===== config.mk =====
export PLATFORM = sky130hd
export DESIGN_NAME = fpgm_seq
export DESIGN_NICKNAME = d
export VERILOG_FILES = /design/src/rtl/fpgm_pkg.sv /design/src/rtl/fpgm_tmr.sv /design/src/rtl/fpgm_vchk.sv /design/src/rtl/fpgm_seq.sv
export SDC_FILE = /design/constraint.sdc
export NUM_CORES = 1
export LEC_CHECK = 0
export ABC_AREA = 1
export BUFFER_PORTS_ARGS = -buffer_cell sky130_fd_sc_hd__buf_2
export CELL_PAD_IN_SITES_DETAIL_PLACEMENT = 1
export CELL_PAD_IN_SITES_GLOBAL_PLACEMENT = 1
export CORE_MARGIN = 1.5
export CORE_UTILIZATION = 41
export CTS_CLUSTER_SIZE = 30
export DETAILED_ROUTE_END_ITERATION = 6
export HOLD_SLACK_MARGIN = 0.15
export PLACE_DENSITY = 0.85
export SYNTH_ARGS = -nofsm -noshare
export SYNTH_HDL_FRONTEND = slang
export SYNTH_SLANG_ARGS = --single-unit

===== constraint.sdc =====
create_clock -name clk_i -period 3.1 [get_ports clk_i]
set_clock_uncertainty 0.1 [all_clocks]
set_input_delay 0.465 -clock clk_i [delete_from_list [all_inputs] [get_ports clk_i]]
set_output_delay 0.465 -clock clk_i [all_outputs]
set_load 0.05 [all_outputs]

===== src/rtl/fpgm_pkg.sv =====
package fpgm_pkg;
  typedef enum logic [3:0] {
    ST_IDLE, ST_C1_LO, ST_C1_HI, ST_C2_LO, ST_C2_HI, ST_PWAIT,
    ST_C3_LO, ST_C3_HI, ST_VWAIT, ST_RD, ST_CHK
  } st_e;

  localparam logic [7:0] CMD_SETUP   = 8'h40;
  localparam logic [7:0] CMD_VERIFY  = 8'hC0;
  localparam logic [7:0] CMD_MSETUP  = 8'hFF;
  localparam logic [7:0] CMD_MDATA   = 8'hFF;
  localparam logic [7:0] CMD_MVERIFY = 8'h00;

  function automatic st_e st_succ(st_e s);
    case (s)
      ST_C1_LO: return ST_C1_HI;
      ST_C1_HI: return ST_C2_LO;
      ST_C2_LO: return ST_C2_HI;
      ST_C2_HI: return ST_PWAIT;
      ST_PWAIT: return ST_C3_LO;
      ST_C3_LO: return ST_C3_HI;
      ST_C3_HI: return ST_VWAIT;
      ST_VWAIT: return ST_RD;
      ST_RD:    return ST_CHK;
      default:  return ST_IDLE;
    endcase
  endfunction
endpackage


===== src/rtl/fpgm_tmr.sv =====
module fpgm_tmr #(
  parameter int W = 8
) (
  input  logic         clk_i,
  input  logic         rst_ni,
  input  logic         load_i,
  input  logic [W-1:0] val_i,
  output logic         zero_o
);
  logic [W-1:0] cnt_q;

  always_ff @(posedge clk_i or negedge rst_ni) begin
    if (!rst_ni)          cnt_q <= '0;
    else if (load_i)      cnt_q <= val_i;
    else if (cnt_q != '0) cnt_q <= cnt_q - 1'b1;
  end

  assign zero_o = (cnt_q == '0);
endmodule


===== src/rtl/fpgm_vchk.sv =====
module fpgm_vchk (
  input  logic       clk_i,
  input  logic       rst_ni,
  input  logic       cap_i,
  input  logic [7:0] rd_i,
  input  logic [7:0] exp_i,
  input  logic       bypass_i,
  output logic       match_o
);
  logic [7:0] rd_q;

  always_ff @(posedge clk_i or negedge rst_ni) begin
    if (!rst_ni)    rd_q <= '0;
    else if (cap_i) rd_q <= rd_i;
  end

  // masked runs never compare
  assign match_o = bypass_i | (rd_q == exp_i);
endmodule


===== src/rtl/fpgm_seq.sv =====
module fpgm_seq
  import fpgm_pkg::*;
#(
  parameter int ADDR_W  = 17,
  parameter int CLK_MHZ = 200,
  parameter int PROG_US = 25,
  parameter int VER_US  = 6,
  parameter int WE_CYC  = 4,
  parameter int RD_CYC  = 4,
  parameter int MAX_TRY = 20
) (
  input  logic              clk_i,
  input  logic              rst_ni,
  input  logic              start_i,
  input  logic [ADDR_W:0]   count_i,
  input  logic              mask_i,
  input  logic [7:0]        src_data_i,
  output logic [ADDR_W-1:0] fl_addr_o,
  output logic [7:0]        fl_dq_o,
  output logic              fl_dq_oe_o,
  input  logic [7:0]        fl_dq_i,
  output logic              fl_ce_n_o,
  output logic              fl_oe_n_o,
  output logic              fl_we_n_o,
  output logic              done_o,
  output logic              fail_o
);
  localparam int PROG_CYC = CLK_MHZ * PROG_US;
  localparam int VER_CYC  = CLK_MHZ * VER_US;
  localparam int TW       = $clog2(PROG_CYC + VER_CYC + WE_CYC + RD_CYC + 1);
  localparam int CW       = ADDR_W + 1;
  localparam int YW       = $clog2(MAX_TRY + 1);

  st_e st_q, st_d;
  logic [ADDR_W-1:0] addr_q;
  logic [CW-1:0]     cnt_q;
  logic [YW-1:0]     try_q;
  logic              mask_q, done_q, fail_q;
  logic              adv, run_start, done_set, fail_set, addr_inc;
  logic              tmr_zero, match, last;

  function automatic logic [TW-1:0] len_m1(st_e s);
    case (s)
      ST_C1_LO, ST_C2_LO, ST_C3_LO: return TW'(WE_CYC - 1);
      ST_PWAIT: return TW'(PROG_CYC - 1);
      ST_VWAIT: return TW'(VER_CYC - 1);
      ST_RD:    return TW'(RD_CYC - 1);
      default:  return '0;
    endcase
  endfunction

  fpgm_tmr #(.W(TW)) u_tmr (
    .clk_i (clk_i), .rst_ni(rst_ni), .load_i(adv),
    .val_i (len_m1(st_d)), .zero_o(tmr_zero)
  );

  fpgm_vchk u_vchk (
    .clk_i   (clk_i), .rst_ni(rst_ni),
    .cap_i   (st_q == ST_RD && tmr_zero),
    .rd_i    (fl_dq_i), .exp_i(src_data_i),
    .bypass_i(mask_q), .match_o(match)
  );

  assign last = (({1'b0, addr_q} + CW'(1)) == cnt_q);

  always_comb begin
    st_d = st_q; adv = 1'b0; run_start = 1'b0;
    done_set = 1'b0; fail_set = 1'b0; addr_inc = 1'b0;
    case (st_q)
      ST_IDLE: if (start_i) begin
        run_start = 1'b1;
        if (count_i != '0) begin st_d = ST_C1_LO; adv = 1'b1; end
        else done_set = 1'b1;
      end
      ST_CHK: begin
        adv = 1'b1;
        if (match) begin
          if (last) begin st_d = ST_IDLE; done_set = 1'b1; end
          else begin st_d = ST_C1_LO; addr_inc = 1'b1; end
        end else if (try_q == YW'(MAX_TRY)) begin
          st_d = ST_IDLE; done_set = 1'b1; fail_set = 1'b1;
        end else st_d = ST_C1_LO;
      end
      default: if (tmr_zero) begin adv = 1'b1; st_d = st_succ(st_q); end
    endcase
  end

  always_ff @(posedge clk_i or negedge rst_ni) begin
    if (!rst_ni) begin
      st_q <= ST_IDLE; addr_q <= '0; cnt_q <= '0; try_q <= '0;
      mask_q <= 1'b0; done_q <= 1'b0; fail_q <= 1'b0;
    end else begin
      st_q   <= st_d;
      done_q <= done_set;
      if (run_start) begin
        addr_q <= '0; cnt_q <= count_i; mask_q <= mask_i;
        try_q <= '0; fail_q <= 1'b0;
      end else begin
        if (addr_inc) begin addr_q <= addr_q + 1'b1; try_q <= '0; end
        else if (st_q == ST_C2_HI && tmr_zero) try_q <= try_q + 1'b1;
        if (fail_set) fail_q <= 1'b1;
      end
    end
  end

  logic wr_lo, wr_any;
  assign wr_lo  = (st_q == ST_C1_LO) || (st_q == ST_C2_LO) || (st_q == ST_C3_LO);
  assign wr_any = wr_lo || (st_q == ST_C1_HI) || (st_q == ST_C2_HI) || (st_q == ST_C3_HI);

  always_comb begin
    case (st_q)
      ST_C1_LO, ST_C1_HI: fl_dq_o = mask_q ? CMD_MSETUP  : CMD_SETUP;
      ST_C2_LO, ST_C2_HI: fl_dq_o = mask_q ? CMD_MDATA   : src_data_i;
      ST_C3_LO, ST_C3_HI: fl_dq_o = mask_q ? CMD_MVERIFY : CMD_VERIFY;
      default:            fl_dq_o = 8'h00;
    endcase
  end

  assign fl_ce_n_o  = (st_q == ST_IDLE);
  assign fl_we_n_o  = !wr_lo;
  assign fl_oe_n_o  = (st_q != ST_RD);
  assign fl_dq_oe_o = wr_any;
  assign fl_addr_o  = (st_q == ST_IDLE) ? '0 : addr_q;
  assign done_o     = done_q;
  assign fail_o     = fail_q;

  assert_strobe_excl_R5: assert property (@(posedge clk_i) disable iff (!rst_ni)
    !(!fl_we_n_o && !fl_oe_n_o));
  assert_read_hiz_R5: assert property (@(posedge clk_i) disable iff (!rst_ni)
    !fl_oe_n_o |-> !fl_dq_oe_o);
  assert_we_ce_R2: assert property (@(posedge clk_i) disable iff (!rst_ni)
    !fl_we_n_o |-> !fl_ce_n_o);
  assert_wr_stable_R2: assert property (@(posedge clk_i) disable iff (!rst_ni)
    !fl_we_n_o |=> $stable(fl_addr_o) && $stable(fl_dq_o) && fl_dq_oe_o);
  assert_done_idle_R8: assert property (@(posedge clk_i) disable iff (!rst_ni)
    done_o |-> fl_ce_n_o);
  assert_fail_hold_R8: assert property (@(posedge clk_i) disable iff (!rst_ni)
    fail_o && !start_i |=> fail_o);
  assert_try_cap_R7: assert property (@(posedge clk_i) disable iff (!rst_ni)
    try_q <= YW'(MAX_TRY));
  assert_chk_one_R3: assert property (@(posedge clk_i) disable iff (!rst_ni)
    st_q == ST_CHK |-> tmr_zero);
  assert_busy_ignore_R11: assert property (@(posedge clk_i) disable iff (!rst_ni)
    !fl_ce_n_o && start_i && st_q != ST_CHK |=> !fl_ce_n_o);
endmodule


==> results.py <==
metrics = {
    "global_routing": {
        "global_route_usage_sum": 0.242,
        "pin_count_of_the_biggest_net_entering_global_routing": 40,
        "grt_antenna_before_repair": 0,
        "first_global_vias": 4398,
        "grt.overflow.total": 0,
        "grt_pass1_wl_um": 21400,
    },
    "die": {
        "initial_core_util": 0.425,
        "io_pins": 69,
        "die_width_um": 107,
        "row_count": 37,
        "floorplan.die_area_um2": 11400,
        "core_area_um2": 10400,
        "dieHeight_um": 107,
    },
    "sta": {
        "worstMarginPinSlew_ps": 744,
        "slew-limit-headroom": 0.504,
        "fmax_mhz": 355,
        "finalHoldViolCount": 0,
        "fin_tns_setup_ps": 0,
        "final_max_slew_viol_count": 0,
        "timing.final.crit_share": 0.910,
        "setup_repair_after_global_routing_missed_its_margin": "no",
        "period_minus_slack_ps": 2820,
        "setup_viol": 0,
    },
    "clocking": {
        "clk_latency_ps": 380,
        "h-tree-depth": 3,
        "tritoncts": "done",
        "clk_pin_slew_ps": 70,
        "cts_setup_buffers": 0,
        "cts_buffer_depth": 2,
        "cts_made_buffers": 9,
        "clock-root-buffer": "sky130_fd_sc_hd__clkbuf_8",
        "cts_sinks": 68,
    },
    "layout": {
        "num-nets-final": 735,
        "syn_to_final_growth_pct": 16.1,
        "fillerInstances": 1388,
        "insertedDiodeCount": 0,
        "post-route-cell-area_um2": 5120,
        "drive_above_1_share": 0.201,
    },
    "place": {
        "buffer_ports.inserted": 68,
        "placedInstanceArea_um2": 4900,
        "place_hpwl_um": 10000,
        "routabilityCongestion": 0.919,
    },
    "worst_setup_path": {
        "worstPathArrival_ps": 2260,
        "worst_setup_path_end_kind": "primary output",
        "required_ps": 2530,
        "worst_r2r_path_depth": 15,
        "worst_setup_path_start_kind": "register",
        "critPathKind": "reg -> out",
        "worst-path-max-fanout": 7,
    },
    "power": {
        "clockPowerShare": 0.448,
        "p_switching_uw": 397,
        "highest_ir_drop_seen_on_vdd_mv": 0.277,
        "internal_power_mw": 1.36,
        "switching_share": 0.226,
        "static-leakage-power_nw": 2.62,
        "comb_power_share": 0.041,
        "cellPowerDensity_nw_per_um2": 343,
        "p_seq_frac": 0.510,
    },
    "detailed_routing": {
        "firstDrtPassIters": 4,
        "routedWlPerCell_um": 15.5,
        "detail_route.wirelength_um": 12900,
        "routed-via-count": 4261,
        "initialDrtViolationCount": 189,
        "via_per_inst": 5.15,
        "drt.antenna.violating_nets": 0,
        "drc": 0,
    },
    "synthesis": {
        "synth_cell_type_count": 42,
        "post_synth_inst_count": 615,
        "synth-async-reset-ratio": 1.00,
        "synth-warning-count": 0,
        "number_of_nets_produced_by_synthesis": 662,
        "synth_sequential_area_ratio": 0.386,
        "synth_common_cells": "sky130_fd_sc_hd__nand2_1, sky130_fd_sc_hd__inv_1, sky130_fd_sc_hd__nor2_1",
        "post_synth.cell_area_avg_um2": 7.17,
        "netlist_top_cells_area": "sky130_fd_sc_hd__dfrtp_1, sky130_fd_sc_hd__nand2_1, sky130_fd_sc_hd__inv_1, sky130_fd_sc_hd__nor2_1, sky130_fd_sc_hd__o21ai_0",
        "synthDominantCellAreaShare": 0.386,
        "edff_count_synth": 0,
        "yosys.area.top_type": "sky130_fd_sc_hd__dfrtp_1",
        "ys_seq_elements": 68,
        "syn_area_um2": 4410,
        "yosysMostFrequentCell": "sky130_fd_sc_hd__nand2_1",
        "ys_dominant_reg_cell": "sky130_fd_sc_hd__dfrtp_1",
    },
    "job": {
        "cap_violations": 0,
    },
    "min_path": {
        "hold_class": "in -> reg",
        "worstHoldPathCells": 3,
    },
    "status": {
        "status": "finished, final reports clean",
    },
}
repair_timing:
item | in CTS | in global routing
endpoints found under the hold margin | 29 | 0
gates resized for setup | 0 | 1
hold buffers | 1 | 0
endpoints found under the setup margin | 0 | 7
power by group through the flow:
stage	Sequential [mW]	Combinational, mW	Clock, mW
2_1_floorplan	0.912	0.0197	0
3_3_place_gp	0.912	0.0714	0
3_5_place_dp	0.913	0.0738	0
4_1_cts	0.895	0.0752	0.810
5_1_grt	0.896	0.0825	0.849
6_report	0.895	0.0725	0.787
kinds of logic (layout without fill, tap and decap cells):
group / Yosys count / count (layout) / synth area share
xor+xnor: 12 / 12 / 0.0270
flops: 68 / 68 / 0.386
mux: 7 / 7 / 0.0179
compound gates: 89 / 89 / 0.109
buf+inv: 105 / 182 / 0.0940
simple gates: 325 / 325 / 0.340
fa+ha+maj: 9 / 9 / 0.0256
sequential cells by signal, indices dropped and copies added, names as in the netlist:
signal / cells
done_o: 1
try_q: 5
fail_o: 1
st_q: 4
u_tmr.cnt_q: 13
u_vchk.rd_q: 8
cnt_q: 18
mask_q: 1
addr_q: 17
routing by layer:
metal	GRT usage	routed length, um	part of all wire	vias up
met1	0.302	5780	0.45	2059
met5	0	0	0	-
met4	0.0790	293	0.023	0
met3	0.0681	567	0.044	25
li1	-	-	-	2107
met2	0.404	6210	0.48	70
stage by stage:
| stage | setup slack [ps] | std cells | hold slack, ps | power, mW | utilization |
|---|---|---|---|---|---|
| global route | 64.1 | 828 | 206 | 1.83 | 0.493 |
| detailed placement | 312 | 812 | 381 | 0.986 | 0.473 |
| finish | 279 | 828 | 211 | 1.76 | 0.493 |
| CTS | 140 | 828 | 197 | 1.78 | 0.493 |
| floorplan | 289 | 615 | 69.4 | 0.932 | - |
| global placement | 506 | 812 | 375 | 0.983 | 0.473 |
critical path, stage by stage, from the launching register on:
cell and delay [ps]:
sky130_fd_sc_hd__dfrtp_1 410, sky130_fd_sc_hd__inv_1 120, sky130_fd_sc_hd__ha_1 260, sky130_fd_sc_hd__o21ai_0 310, sky130_fd_sc_hd__nor2_1 110, sky130_fd_sc_hd__nor2_2 310, sky130_fd_sc_hd__o21ai_1 140, sky130_fd_sc_hd__buf_2 230
cells in the final DEF, fill, tap and decap left out, types with 4 or more instances in the layout:
master / synthesis / routed
sky130_fd_sc_hd__mux2_2: 7 / 7
sky130_fd_sc_hd__nand2_2: 7 / 7
sky130_fd_sc_hd__nand2_1: 154 / 154
sky130_fd_sc_hd__nand3_1: 40 / 40
sky130_fd_sc_hd__nor2_1: 72 / 71
sky130_fd_sc_hd__a21oi_1: 19 / 19
sky130_fd_sc_hd__inv_1: 86 / 86
sky130_fd_sc_hd__nor3_1: 5 / 5
sky130_fd_sc_hd__nand4_1: 14 / 14
sky130_fd_sc_hd__xnor2_1: 5 / 5
sky130_fd_sc_hd__or2_2: 4 / 4
sky130_fd_sc_hd__xor2_1: 6 / 6
sky130_fd_sc_hd__nand3_2: 5 / 5
sky130_fd_sc_hd__o21ai_0: 45 / 44
sky130_fd_sc_hd__clkbuf_8: 0 / 12
sky130_fd_sc_hd__dfrtp_1: 68 / 68
sky130_fd_sc_hd__o21ai_1: 11 / 12
sky130_fd_sc_hd__nor2_2: 8 / 9
sky130_fd_sc_hd__ha_1: 9 / 9
sky130_fd_sc_hd__nor2_4: 6 / 6
sky130_fd_sc_hd__buf_4: 1 / 4
sky130_fd_sc_hd__o22ai_1: 5 / 5
sky130_fd_sc_hd__buf_2: 1 / 68
sky130_fd_sc_hd__inv_2: 7 / 7
worst paths after layout:
check / slack, ps / to / from
max in group asynchronous: 1640 / mask_q$_DFFE_PN0P_ / rst_ni
worst max-delay path: 280 / fl_dq_o[7] / st_q[0]$_DFF_PN0_
worst min-delay path: 210 / cnt_q[1]$_DFFE_PN0P_ / count_i[1]
worst max register to register: 320 / addr_q[1]$_DFFE_PN0P_ / addr_q[0]$_DFFE_PN0P_
min in group asynchronous: 590 / addr_q[15]$_DFFE_PN0P_ / rst_ni
worst min register to register: 390 / cnt_q[8]$_DFFE_PN0P_ / cnt_q[8]$_DFFE_PN0P_
cell type report:
class                      count  area, um^2  share of cell area
tap                          136         170              0.0333
clock buffer                  14         173              0.0337
clock inverter                 1        30.0             0.00587
timing repair buffer          74         400              0.0782
inverter                      93         349              0.0682
sequential                    68        1700               0.333
multi-input combinational    442        2290               0.448
Note: power is estimated with default switching activity, not from simulation.
